**src/rtl/bus_rel_pkg.sv**
```systemverilog
package bus_rel_pkg;
  localparam int unsigned DEF_ADDR_W = 29;

  typedef enum logic {
    HOLD_IDLE    = 1'b0,
    HOLD_GRANTED = 1'b1
  } hold_state_e;
endpackage

```
**src/rtl/rel_sampler.sv**
```systemverilog
module rel_sampler (
  input  logic clk_i,
  input  logic rst_ni,
  input  logic addr_hold_i,
  input  logic backoff_i,
  input  logic cycle_busy_i,
  input  logic clk_stopped_i,
  output logic ahold_o,
  output logic boff_o,
  output logic restart_o
);
  logic ahold_q, boff_q, intr_q, restart_q;

  always_ff @(posedge clk_i or negedge rst_ni) begin
    if (!rst_ni) begin
      ahold_q   <= 1'b0;
      boff_q    <= 1'b0;
      intr_q    <= 1'b0;
      restart_q <= 1'b0;
    end else begin
      // no sampling while clock is stopped
      if (!clk_stopped_i) ahold_q <= addr_hold_i;
      boff_q    <= backoff_i;
      restart_q <= 1'b0;
      if (backoff_i && !boff_q && cycle_busy_i) intr_q <= 1'b1;
      else if (boff_q && !backoff_i) begin
        restart_q <= intr_q;
        intr_q    <= 1'b0;
      end
    end
  end

  assign ahold_o   = ahold_q;
  assign boff_o    = boff_q;
  assign restart_o = restart_q;

  p_stop_freeze_r7: assert property (@(posedge clk_i) disable iff (!rst_ni)
    clk_stopped_i |=> (ahold_q == $past(ahold_q)));

  p_restart_after_release_r9: assert property (@(posedge clk_i) disable iff (!rst_ni)
    restart_q |-> !backoff_i || $past(boff_q));
endmodule

```
**src/rtl/hold_fsm.sv**
```systemverilog
module hold_fsm
  import bus_rel_pkg::*;
(
  input  logic clk_i,
  input  logic rst_ni,
  input  logic hold_req_i,
  input  logic backoff_i,
  input  logic cycle_busy_i,
  output logic hold_ack_o
);
  hold_state_e state_q, state_d;

  always_comb begin
    state_d = state_q;
    unique case (state_q)
      HOLD_IDLE:    if (hold_req_i && !cycle_busy_i && !backoff_i) state_d = HOLD_GRANTED;
      HOLD_GRANTED: if (!hold_req_i) state_d = HOLD_IDLE;
      default:      state_d = HOLD_IDLE;
    endcase
  end

  always_ff @(posedge clk_i or negedge rst_ni) begin
    if (!rst_ni) state_q <= HOLD_IDLE;
    else         state_q <= state_d;
  end

  assign hold_ack_o = (state_q == HOLD_GRANTED);

  p_wait_busy_r4: assert property (@(posedge clk_i) disable iff (!rst_ni)
    (cycle_busy_i && !hold_ack_o) |=> !hold_ack_o);

  p_release_r5: assert property (@(posedge clk_i) disable iff (!rst_ni)
    (hold_ack_o && !hold_req_i) |=> !hold_ack_o);
endmodule

```
**src/rtl/snoop_latch.sv**
```systemverilog
module snoop_latch #(
  parameter int unsigned ADDR_W = 29
) (
  input  logic              clk_i,
  input  logic              rst_ni,
  input  logic              released_i,
  input  logic              strobe_i,
  input  logic [ADDR_W-1:0] addr_i,
  output logic [ADDR_W-1:0] addr_o,
  output logic              valid_o
);
  logic [ADDR_W-1:0] addr_q;
  logic              valid_q;
  logic              take;

  assign take = released_i && strobe_i;

  always_ff @(posedge clk_i or negedge rst_ni) begin
    if (!rst_ni) begin
      addr_q  <= '0;
      valid_q <= 1'b0;
    end else begin
      valid_q <= take;
      if (take) addr_q <= addr_i;
    end
  end

  assign addr_o  = addr_q;
  assign valid_o = valid_q;

  p_capture_r10: assert property (@(posedge clk_i) disable iff (!rst_ni)
    (strobe_i && !released_i) |=> (!valid_o && $stable(addr_o)));
endmodule

```
**src/rtl/bus_release_ctrl.sv**
```systemverilog
module bus_release_ctrl
  import bus_rel_pkg::*;
#(
  parameter int unsigned ADDR_W = DEF_ADDR_W
) (
  input  logic              clk_i,
  input  logic              rst_ni,
  input  logic              addr_hold_i,
  input  logic              backoff_i,
  input  logic              hold_req_i,
  input  logic              wb_pending_i,
  input  logic              cycle_busy_i,
  input  logic              clk_stopped_i,
  input  logic              ext_strobe_i,
  input  logic [ADDR_W-1:0] addr_i,
  output logic              addr_oe_o,
  output logic              data_oe_o,
  output logic              hold_ack_o,
  output logic              wb_grant_o,
  output logic              restart_o,
  output logic [ADDR_W-1:0] snoop_addr_o,
  output logic              snoop_valid_o
);
  logic ahold, boff, hlda, full_rel;

  rel_sampler u_sampler (
    .clk_i        (clk_i),
    .rst_ni       (rst_ni),
    .addr_hold_i  (addr_hold_i),
    .backoff_i    (backoff_i),
    .cycle_busy_i (cycle_busy_i),
    .clk_stopped_i(clk_stopped_i),
    .ahold_o      (ahold),
    .boff_o       (boff),
    .restart_o    (restart_o)
  );

  hold_fsm u_hold (
    .clk_i       (clk_i),
    .rst_ni      (rst_ni),
    .hold_req_i  (hold_req_i),
    .backoff_i   (backoff_i),
    .cycle_busy_i(cycle_busy_i),
    .hold_ack_o  (hlda)
  );

  assign full_rel   = boff || hlda;
  assign addr_oe_o  = !(full_rel || ahold);
  assign data_oe_o  = !full_rel;
  assign hold_ack_o = hlda;
  // address-only hold does not block a writeback
  assign wb_grant_o = wb_pending_i && !cycle_busy_i && !full_rel;

  snoop_latch #(.ADDR_W(ADDR_W)) u_snoop (
    .clk_i     (clk_i),
    .rst_ni    (rst_ni),
    .released_i(!addr_oe_o),
    .strobe_i  (ext_strobe_i),
    .addr_i    (addr_i),
    .addr_o    (snoop_addr_o),
    .valid_o   (snoop_valid_o)
  );

  p_addr_float_r1: assert property (@(posedge clk_i) disable iff (!rst_ni)
    (addr_hold_i && !clk_stopped_i) |=> !addr_oe_o);

  p_data_kept_r2: assert property (@(posedge clk_i) disable iff (!rst_ni)
    (addr_hold_i && !backoff_i && !hold_req_i) |=> data_oe_o);

  p_backoff_next_r3: assert property (@(posedge clk_i) disable iff (!rst_ni)
    backoff_i |=> (!addr_oe_o && !data_oe_o));

  p_hold_float_r4: assert property (@(posedge clk_i) disable iff (!rst_ni)
    hold_ack_o |-> (!addr_oe_o && !data_oe_o));

  p_wb_defer_r8: assert property (@(posedge clk_i) disable iff (!rst_ni)
    (hold_ack_o || !data_oe_o) |-> !wb_grant_o);
endmodule

```
**config.mk**
```make
export PLATFORM = sky130hd
export DESIGN_NAME = bus_release_ctrl
export DESIGN_NICKNAME = d
export VERILOG_FILES = /design/src/rtl/bus_rel_pkg.sv /design/src/rtl/rel_sampler.sv /design/src/rtl/hold_fsm.sv /design/src/rtl/snoop_latch.sv /design/src/rtl/bus_release_ctrl.sv
export SDC_FILE = /design/constraint.sdc
export NUM_CORES = 1
export LEC_CHECK = 0
export BUFFER_PORTS_ARGS = -buffer_cell sky130_fd_sc_hd__buf_2
export CAP_MARGIN = 20
export CORE_MARGIN = 2
export CORE_UTILIZATION = 40
export CTS_CLUSTER_DIAMETER = 40
export DETAILED_ROUTE_END_ITERATION = 8
export GPL_TIMING_DRIVEN = 0
export PLACE_DENSITY = 0.78
export SKIP_CTS_REPAIR_TIMING = 1
export SLEW_MARGIN = 10
export SYNTH_ARGS = -nofsm -noshare
export SYNTH_HDL_FRONTEND = slang
export SYNTH_SLANG_ARGS = --single-unit
```
**constraint.sdc**
```tcl
create_clock -name clk_i -period 1.3 [get_ports clk_i]
set_input_delay 0.13 -clock clk_i [delete_from_list [all_inputs] [get_ports clk_i]]
set_output_delay 0.13 -clock clk_i [all_outputs]
set_load 0.02 [all_outputs]
```
==> reports/qor.yml, run 1 <==
grt_max_degree: 36
grt_pass1_wl_microns: 4747
wl_microns: 3195
gp_congestion: 0.6381
clockBufferDepth: 2
cap_violations: 0
synth_xor_area_share_pct: 0
initial_core_util_pct: 42.86
cts-root-buf: "clkbuf_4"
fin_ws_ns: -0.1463
powerDensity_nw_per_um2: 1295
grt_pass1_vias: 1008
fmax_ghz: 0.6914
std_cell_rows: 21
netlist.area_leader.share_pct: 59.83
synth-adder-area-share_pct: 0
grt_use_total_pct: 15.65
path_clk_slew_ns: 0.10
dp_hpwl_microns: 2201
antenna_left: 0
hold_path.class: "in -> reg"
cp.required_ns: 1.52
boundaryPins: 73
criticalPathCategory: "reg -> reg"
routedWlPerCell_microns: 14.59
vdd_drop_max_uv: 648.5
final_cell_count_no_fill: 219
drc: 0
final_max_slew_viol_count: 0
synth_top_family_by_area: "multiplexers"
drt_first_pass_iters: 2
synth_compound_area_share_pct: 1.197
antennaDiodeCount: 0
synth-simple-area-share_pct: 3.846
synth_area_leaders: "dfrtp_1, mux2_4, buf_12"
final_nets: 211
syn_area_sq_um: 1464
cts_buffers: 5
cp-end-kind: "flop"
syn-num-nets: 119
htree_levels: 2
syn_avg_cell_area_sq_um: 18.07
clock_sinks: 35
r2r_setup_slack_ns: -0.15
overflow: 0
slowest_stage: "dfrtp_2"
cts_tree: "yes"
fp.dieW_microns: 64.50
drt_iter0_drc: 18
status: "complete, but fails checks"
dieHeight_microns: 64.50
syn_to_final_growth_pct: 42.56
tightest_slew_ns: 0.7662
cp-start-kind: "flop"
vias: 998
period_share_pct: 111.3
yosysTopAreaCell: "dfrtp_1"
yosysSeqAreaShare_pct: 59.83
netlist_instances: 81
p_leak_uw: 0.001112
arrival_ns: 1.66
core_sq_um: 3416
setup_viol: 31
cp_max_fo: 10
finalHoldViolCount: 0
grt_setup_unrepaired: "true"
relSlewSlack_pct: 48.92
via_per_inst: 4.557
path_cells: "nor3_4, nand2b_4, buf_12, mux2_4"
antenna_found_initial: 0
fin_skew_ns: 0.002900
placed_cells: 199
synth-seq-cells: 35
yosysUniqueCellTypes: 13
crit_path_max_incr_delay_ns: 0.47
clkLatencyLatePin_ns: 0.33
setup_tns_ns: -4.004
numPortBuffers: 72
violations: "setup timing"
dieArea_sq_um: 4160
final.min_clock_period_ns: 1.446
synth.area.mux_share_pct: 30.51
ys.warnings.count: 0
postLayoutCoreUtil_pct: 61.10
final_layout_size_suffix_gt1_share_pct: 68.79
[sequential cells by signal, indices dropped and copies added, names as in the netlist]
| name | flops |
|---|---|
| u_snoop.addr_o | 29 |
| u_sampler.intr_q | 1 |
| u_hold.hold_ack_o | 1 |
| u_snoop.valid_o | 1 |
| u_sampler.boff_o | 1 |
| u_sampler.restart_o | 1 |
| u_sampler.ahold_o | 1 |
[critical path: cells and delay by family (launching register included)]
family	cells	cell delay (ns)
muxes	1	0.30
buffers and inverters	1	0.16
and+or+nand+nor	2	0.40
DFF	1	0.47
[final cells by class]
cell class | instances | area [sq um]
well taps | 46 | 57.56
repair buffers | 85 | 494.2
clock inverters | 1 | 5.005
fillers | 283 | 1329
flip-flops and latches | 35 | 878.3
plain buffers | 3 | 60.06
multi-input cells | 41 | 533.0
clock buffers | 6 | 51.30
inverters | 2 | 7.507
[cell usage after synthesis (all sizes together)]
library cell and count:
dfrtp 35, mux2 30, buf 3, nor2 3, inv 2, o21ai 2, and2b 1, nand2 1
nand2b 1, nor3 1, nor4b 1, o21a 1
[layout by cell type, fill, tap and decap left out]
master / n
nand2b_4: 1
dlygate4sd3_1: 12
o21a_1: 1
buf_12: 3
nor4b_2: 1
buf_6: 1
nor3_4: 1
mux2_2: 1
clkbuf_8: 1
dfrtp_2: 2
clkinv_2: 1
and2b_2: 1
mux2_4: 29
nor2_1: 3
nand2_1: 1
o21ai_0: 2
clkbuf_4: 5
buf_4: 1
dfrtp_1: 33
buf_2: 71
inv_1: 2
[through the flow]
step | hold WS (ns) | cell area [sq um] | setup WS, ns | total power, uW
2_1_floorplan | -0.1656 | 1471 | -0.2261 | 1825
3_3_place_gp | 0.2151 | 1889 | -0.1125 | 2067
5_1_grt | 0.0003662 | 2087 | -0.2105 | 2853
4_1_cts | -0.1299 | 1946 | -0.1688 | 2696
6_report | 0.02558 | 2087 | -0.1463 | 2702
3_5_place_dp | 0.2475 | 1889 | -0.1369 | 2101
[final timing paths]
path	from	depth (start not counted)	endpoint
setup / recovery	u_sampler.boff_o	4	u_snoop.addr_o[17]
min in group asynchronous	rst_ni	2	u_snoop.addr_o[6]
setup reg to reg	u_sampler.boff_o	4	u_snoop.addr_o[17]
hold reg to reg	u_snoop.addr_o[12]	1	u_snoop.addr_o[12]
max in group asynchronous	rst_ni	2	u_sampler.boff_o
hold / removal	addr_i[20]	2	u_snoop.addr_o[20]
[logic make-up (layout without fill, tap and decap cells)]
kind of cell / Yosys count / count (layout)
and+or+nand+nor: 8 / 8
AOI/OAI and AO/OA: 3 / 3
buffers and inverters: 5 / 97
DFF: 35 / 35
muxes: 30 / 30
[power by group]
group | leakage (uW) | internal [uW] | switching (uW) | total [uW]
Sequential | 0.000411 | 1240 | 91.4 | 1330
Clock | 0.0000341 | 250 | 338 | 589
Combinational | 0.000667 | 407 | 378 | 785
[layer usage]
metal | vias up | routed length, microns | global-route usage, %
li1 | 464 | - | -
met1 | 480 | 1204 | 16.86
met2 | 47 | 1681 | 26.69
met3 | 7 | 244 | 7.639
met4 | 0 | 64 | 5.585
met5 | - | 0 | 0
Note: power is estimated with default switching activity, not from simulation.
==> inputs of run 2 (changes only) <==
CORE_MARGIN = 10   (was 2)
==> run 2 against run 1 <==
The run still ends with setup timing left. Routed wire length up 11%. Non-clock buffer count down 9. Largest cell class unchanged. Utilization down 2.8 points. Sequential share of layout area up 1.7 points. First-iteration DRC count down 22%. Clock skew up 0.0014 ns. Register-to-register slack better by 0.03 ns. Fmax up 2.3%.
==> reports/qor.yml, run 2 (same netlist as run 1, synthesis figures left out) <==
period_share_pct: 108.7  # -2.5 points
cp-end-kind: "flop"
cp-start-kind: "flop"
initial_core_util_pct: 42.53  # -0.33 points
fmax_ghz: 0.7073  # +2.3%
min_to: "u_hold.hold_ack_o"
vdd_drop_max_uv: 567.9  # -12%
core_sq_um: 3442  # +0.77%
drc: 0  # unchanged
clkLatencyLatePin_ns: 0.27  # -0.06 ns
r2r-end: "u_snoop.addr_o[19]"
htree_levels: 2  # unchanged
fp.dieW_microns: 80.50  # +25%
slowest_stage: "dfrtp_2"
grt_setup_unrepaired: "true"
final_nets: 202  # -4.3%
grt_pass1_wl_microns: 5595  # +18%
arrival_ns: 1.57  # -0.09 ns
r2r_setup_slack_ns: -0.11  # +0.03 ns
vias: 947  # -5.1%
internal_power_uw: 1999  # +5.5%
fin_ws_ns: -0.1137  # +0.03259 ns
tightest_slew_ns: 0.7392  # -0.02703 ns
syn_to_final_growth_pct: 37.09
path_clk_slew_ns: 0.06  # -0.04 ns
path_buf_inv: 1  # unchanged
p_seq_share_pct: 47.1  # -2.0 points
layout_commonest_cell: "buf_2"
finalHoldViolCount: 0  # unchanged
gp_congestion: 0.7590  # +19%
switching_power_uw: 813.2  # +0.69%
routedWlPerCell_microns: 16.75  # +15%
rr_startpoint: "u_sampler.boff_o"
hold_path.class: "in -> reg"
final_layout_size_suffix_gt1_share_pct: 71.52  # +2.7 points
grt_use_total_pct: 11.14  # -4.5 points
violations: "setup timing"
switching_share_pct: 28.92  # -0.98 points
cts-root-buf: "clkbuf_8"
antenna_found_initial: 0  # unchanged
crit_family: "flip-flops"
cap_violations: 0  # unchanged
cts_tree: "yes"
most-common-layout-cells: "buf_2, dfrtp_1, mux2_4, clkbuf_8"
crit_path_max_incr_delay_ns: 0.44  # -0.03 ns
grt_max_degree: 36  # unchanged
largest_reg_flops: 29  # unchanged
clock_sinks: 35  # unchanged
dieArea_sq_um: 6479  # +56%
p_leak_uw: 0.001080  # -2.9%
antenna_left: 0  # unchanged
cp.required_ns: 1.46  # -0.06 ns
min_from: "hold_req_i"
final_max_slew_viol_count: 0  # unchanged
cts_buffers: 5  # unchanged
final.min_clock_period_ns: 1.414  # -0.03259 ns
antennaDiodeCount: 0  # unchanged
powerDensity_nw_per_um2: 1401  # +8.2%
hold_path_depth: 2  # unchanged
r2r_cells: 4  # unchanged
clkPwrFrac_pct: 25.6  # +3.8 points
worst_hold_slack_ns: 0.06809  # +0.04251 ns
dieHeight_microns: 80.50  # +25%
p_comb_share_pct: 27.3  # -1.8 points
status: "complete, but fails checks"
overflow: 0  # unchanged
numPortBuffers: 72  # unchanged
pre_cts_ws_ns: -0.1596  # -0.02269 ns
cp_max_fo: 10  # unchanged
criticalPathCategory: "reg -> reg"
fin_skew_ns: 0.004283  # +0.001383 ns
clockBufferDepth: 2  # unchanged
std_cell_rows: 21  # unchanged
grt_pass1_vias: 1095  # +8.6%
boundaryPins: 73  # unchanged
drt_first_pass_iters: 3  # +1
relSlewSlack_pct: 50.72  # +1.8 points
dp_hpwl_microns: 2793  # +27%
drt_iter0_drc: 14  # -4
wl_microns: 3534  # +11%
via_per_inst: 4.488  # -1.5%
setup_viol: 30  # -3.2%
path_cells: "nor3_4, nand2b_4, buf_12, mux2_4"
-- run 2: worst max path at each step --
| stage | from | to | slack (ns) | cells after the start |
|---|---|---|---|---|
| floorplan | u_sampler.boff_o | u_snoop.addr_o[10] | -0.23 | 4 |
| global placement | u_sampler.boff_o | u_snoop.addr_o[19] | -0.12 | 4 |
| detailed placement | u_sampler.boff_o | u_snoop.addr_o[28] | -0.16 | 4 |
| CTS | u_sampler.boff_o | u_snoop.addr_o[19] | -0.17 | 4 |
| global route | u_sampler.boff_o | u_snoop.addr_o[28] | -0.17 | 4 |
| finish | u_sampler.boff_o | u_snoop.addr_o[19] | -0.11 | 4 |
-- run 2: layer usage --
layer,GRT usage (%),vias to the layer above,routed length (microns)
met4,4.577,0,38
met2,19.11,42,1915
li1,-,444,-
met3,5.011,2,319
met5,0,-,0
met1,11.51,459,1260
-- run 2: final cells by class --
| class | count | area, sq um |
|---|---|---|
| clock buffers | 7 | 76.32 |
| clock inverters | 1 | 5.005 |
| repair buffers | 76 | 395.4 |
| well taps | 46 | 57.56 |
| fillers | 281 | 1435 |
| plain buffers | 3 | 60.06 |
| multi-input cells | 41 | 526.8 |
| inverters | 2 | 7.507 |
| flip-flops and latches | 35 | 878.3 |
-- run 2: power groups by stage --
stage	Clock, uW	Combinational, uW	Sequential (uW)
floorplan	0	312	1510
global placement	0	755	1330
detailed placement	0	773	1340
CTS	755	776	1330
global route	799	820	1340
finish	720	767	1330
-- run 2: worst register-to-register path, stage by stage (launching register included) --
cell      delay, ns
dfrtp_2        0.44
nor3_4         0.19
nand2b_4       0.20
buf_12         0.15
mux2_4         0.31
-- run 2: stage by stage --
step                      total power, uW  instances  TNS, ns  cell area, sq um  util [%]
final                                2812        211   -2.994              2007     58.31
after global routing                 2963        211   -4.697              2007     58.31
after CTS                            2858        207   -4.624              1971     57.25
after detailed placement             2116        199   -4.296              1889     54.89
after global placement               2085        199   -3.228              1889     54.89
after floorplan                      1825         81   -6.583              1471         -
==> inputs of run 3 (changes only) <==
CORE_MARGIN = unset   (was 10)
PLACE_DENSITY = 0.79   (was 0.78)
SYNTH_HIERARCHICAL = 1   (was unset)
==> run 3 against run 2 <==
The flow still finishes with violations (setup timing). Highest routed layer unchanged. Clock skew increased by 0.0021 ns. Critical path type unchanged. Sequential share of layout area shrank 0.65 points. Largest power group unchanged. Final area increased by 1.5%. Via count increased by 1.7%. Global-route usage rose by 3.5 points. Clock power down 11%. Critical path depth unchanged. Synthesized cell count is 1.2% lower. Area after synthesis shrank 2.5%.
==> reports/qor.yml, run 3 <==
synth_edf_count: 0  # unchanged
drt_first_pass_iters: 3  # unchanged
synthArstFlopShare_pct: 100.0  # unchanged
grt_use_total_pct: 14.62  # +3.5 points
final_layout_size_suffix_gt1_share_pct: 72.89  # +1.4 points
yosysTopAreaCell: "dfrtp_1"
synth_area_leaders: "dfrtp_1, mux2_4, buf_6"
final_max_slew_viol_count: 0  # unchanged
via_per_inst: 4.542  # +1.2%
final.min_clock_period_ns: 1.504  # +0.08992 ns
cp_max_fo: 10  # unchanged
power_uw: 2740  # -2.6%
layout_commonest_cell: "buf_2"
fin_skew_ns: 0.006350  # +0.002067 ns
wl_met2_microns: 1379  # -28%
syn_avg_cell_area_sq_um: 17.85  # -1.3%
cap_violations: 0  # unchanged
fmax_ghz: 0.6650  # -6.0%
vias: 963  # +1.7%
overflow: 0  # unchanged
most-common-layout-cells: "buf_2, dfrtp_1, mux2_4, clkbuf_4, buf_4"
path_clk_slew_ns: 0.10  # +0.04 ns
initial_core_util_pct: 42.12  # -0.41 points
clkLatencyLatePin_ns: 0.32  # +0.05 ns
drc: 0  # unchanged
antennaDiodeCount: 0  # unchanged
yosysUniqueCellTypes: 14  # +1
ys.flop_type: "dfrtp_1"
fin_ws_ns: -0.2037  # -0.08992 ns
powerDensity_nw_per_um2: 1345  # -4.0%
synth-seq-cells: 35  # unchanged
boundaryPins: 73  # unchanged
wl_met1_microns: 1158  # -8.1%
relSlewSlack_pct: 50.36  # -0.36 points
std_cell_rows: 21  # unchanged
grt_pass1_vias: 859  # -22%
setup_viol: 31  # +3.3%
ys.warnings.count: 6  # +6
cp.required_ns: 1.50  # +0.04 ns
fill_cells: 293  # +4.3%
htree_levels: 2  # unchanged
tightest_slew_ns: 0.7446  # +0.005433 ns
period_share_pct: 115.7  # +6.9 points
largest_reg_flops: 29  # unchanged
cts_buffers: 5  # unchanged
cp-start-kind: "flop"
core_sq_um: 3390  # -1.5%
arrival_ns: 1.71  # +0.14 ns
setup_tns_ns: -5.829  # -2.835 ns
drt_iter0_drc: 21  # +7
gp_congestion: 0.7093  # -6.5%
dr.max_layer_used: "met4"
grt_setup_unrepaired: "true"
yosysSeqAreaShare_pct: 61.35  # +1.5 points
clockBufferDepth: 2  # unchanged
netlist.area_leader.share_pct: 61.35  # +1.5 points
cts-root-buf: "clkbuf_4"
cp-end-kind: "flop"
synth_commonest_cells: "dfrtp_1, mux2_4, buf_6"
grt_max_degree: 36  # unchanged
netlist_instances: 80  # -1.2%
violations: "setup timing"
hold_path.class: "in -> reg"
antenna_left: 0  # unchanged
final_nets: 203  # +0.50%
criticalPathCategory: "reg -> reg"
grt_pass1_wl_microns: 3822  # -32%
dieHeight_microns: 61.74  # -23%
hold_path_depth: 2  # unchanged
wl_microns: 2760  # -22%
antenna_found_initial: 0  # unchanged
syn_to_final_growth_pct: 42.68
finalHoldViolCount: 0  # unchanged
status: "complete, but fails checks"
dp_hpwl_microns: 2003  # -28%
routedWlPerCell_microns: 13.02  # -22%
worst_hold_slack_ns: 0.03612  # -0.03196 ns
r2r_cells: 4  # unchanged
yosysMostFrequentCell: "dfrtp_1"
dieArea_sq_um: 3812  # -41%
fp.dieW_microns: 61.74  # -23%
cts_tree: "yes"
syn-num-nets: 118  # -0.84%
vdd_drop_max_uv: 610.3  # +7.5%
wl_met3_microns: 172  # -46%
numPortBuffers: 72  # unchanged
p_leak_uw: 0.001094  # +1.3%
clock_sinks: 35  # unchanged
syn_area_sq_um: 1428  # -2.5%
[run 3: path summary, 6_finish.rpt]
kind	from	slack, ns	end
hold / removal	addr_hold_i	0.04	u_sampler/ahold_o
setup reg to reg	u_sampler/boff_o	-0.20	u_snoop/addr_o[11]
hold reg to reg	u_snoop/addr_o[17]	0.51	u_snoop/addr_o[17]
min in group asynchronous	rst_ni	0.41	u_snoop/addr_o[15]
setup / recovery	u_sampler/boff_o	-0.20	u_snoop/addr_o[11]
max in group asynchronous	rst_ni	0.38	u_sampler/boff_o
[run 3: worst max-delay path: stages, from the launching register on]
cell and delay (ns):
dfrtp_2 0.43, or3_4 0.41, nand2_8 0.10, buf_12 0.14
mux2_4 0.31
[run 3: kinds of logic after synthesis]
family | after synthesis | share of synthesized area, %
flip-flops | 35 | 61.35
multiplexers | 30 | 31.55
AND/OR/NAND/NOR | 8 | 3.243
buffers and inverters | 4 | 2.629
AO/OA/AOI/OAI | 3 | 1.227
[run 3: power by group]
| group | switching [uW] | internal [uW] | total [uW] |
|---|---|---|---|
| clock network | 324 | 318 | 642 |
| registers | 81.3 | 1240 | 1320 |
| logic | 381 | 399 | 780 |
| total | 786 | 1950 | 2740 |
[run 3: routing by layer]
metal,up-vias,global-route usage (%)
li1,447,-
met1,467,16.36
met2,44,24.42
met3,5,4.141
met4,0,9.524
met5,-,0
[run 3: stage by stage]
stage          utilization (%)  worst slack (ns)  instance area (sq um)  cells
2_1_floorplan                -           -0.1904                   1440     80
6_report                 60.10           -0.2037                   2037    212
3_3_place_gp             54.82           -0.2275                   1858    198
5_1_grt                  60.10           -0.2476                   2037    212
4_1_cts                  56.85           -0.2838                   1927    206
3_5_place_dp             54.82           -0.2689                   1858    198
[run 3: final cells by class]
class | instances | area, sq um | area share (%)
sequential | 35 | 878.3 | 43.12
multi-input combinational | 41 | 550.5 | 27.03
timing repair buffer | 78 | 417.9 | 20.52
clock buffer | 8 | 68.82 | 3.378
buffer | 3 | 60.06 | 2.948
tap | 46 | 57.56 | 2.826
inverter | 1 | 3.754 | 0.1843
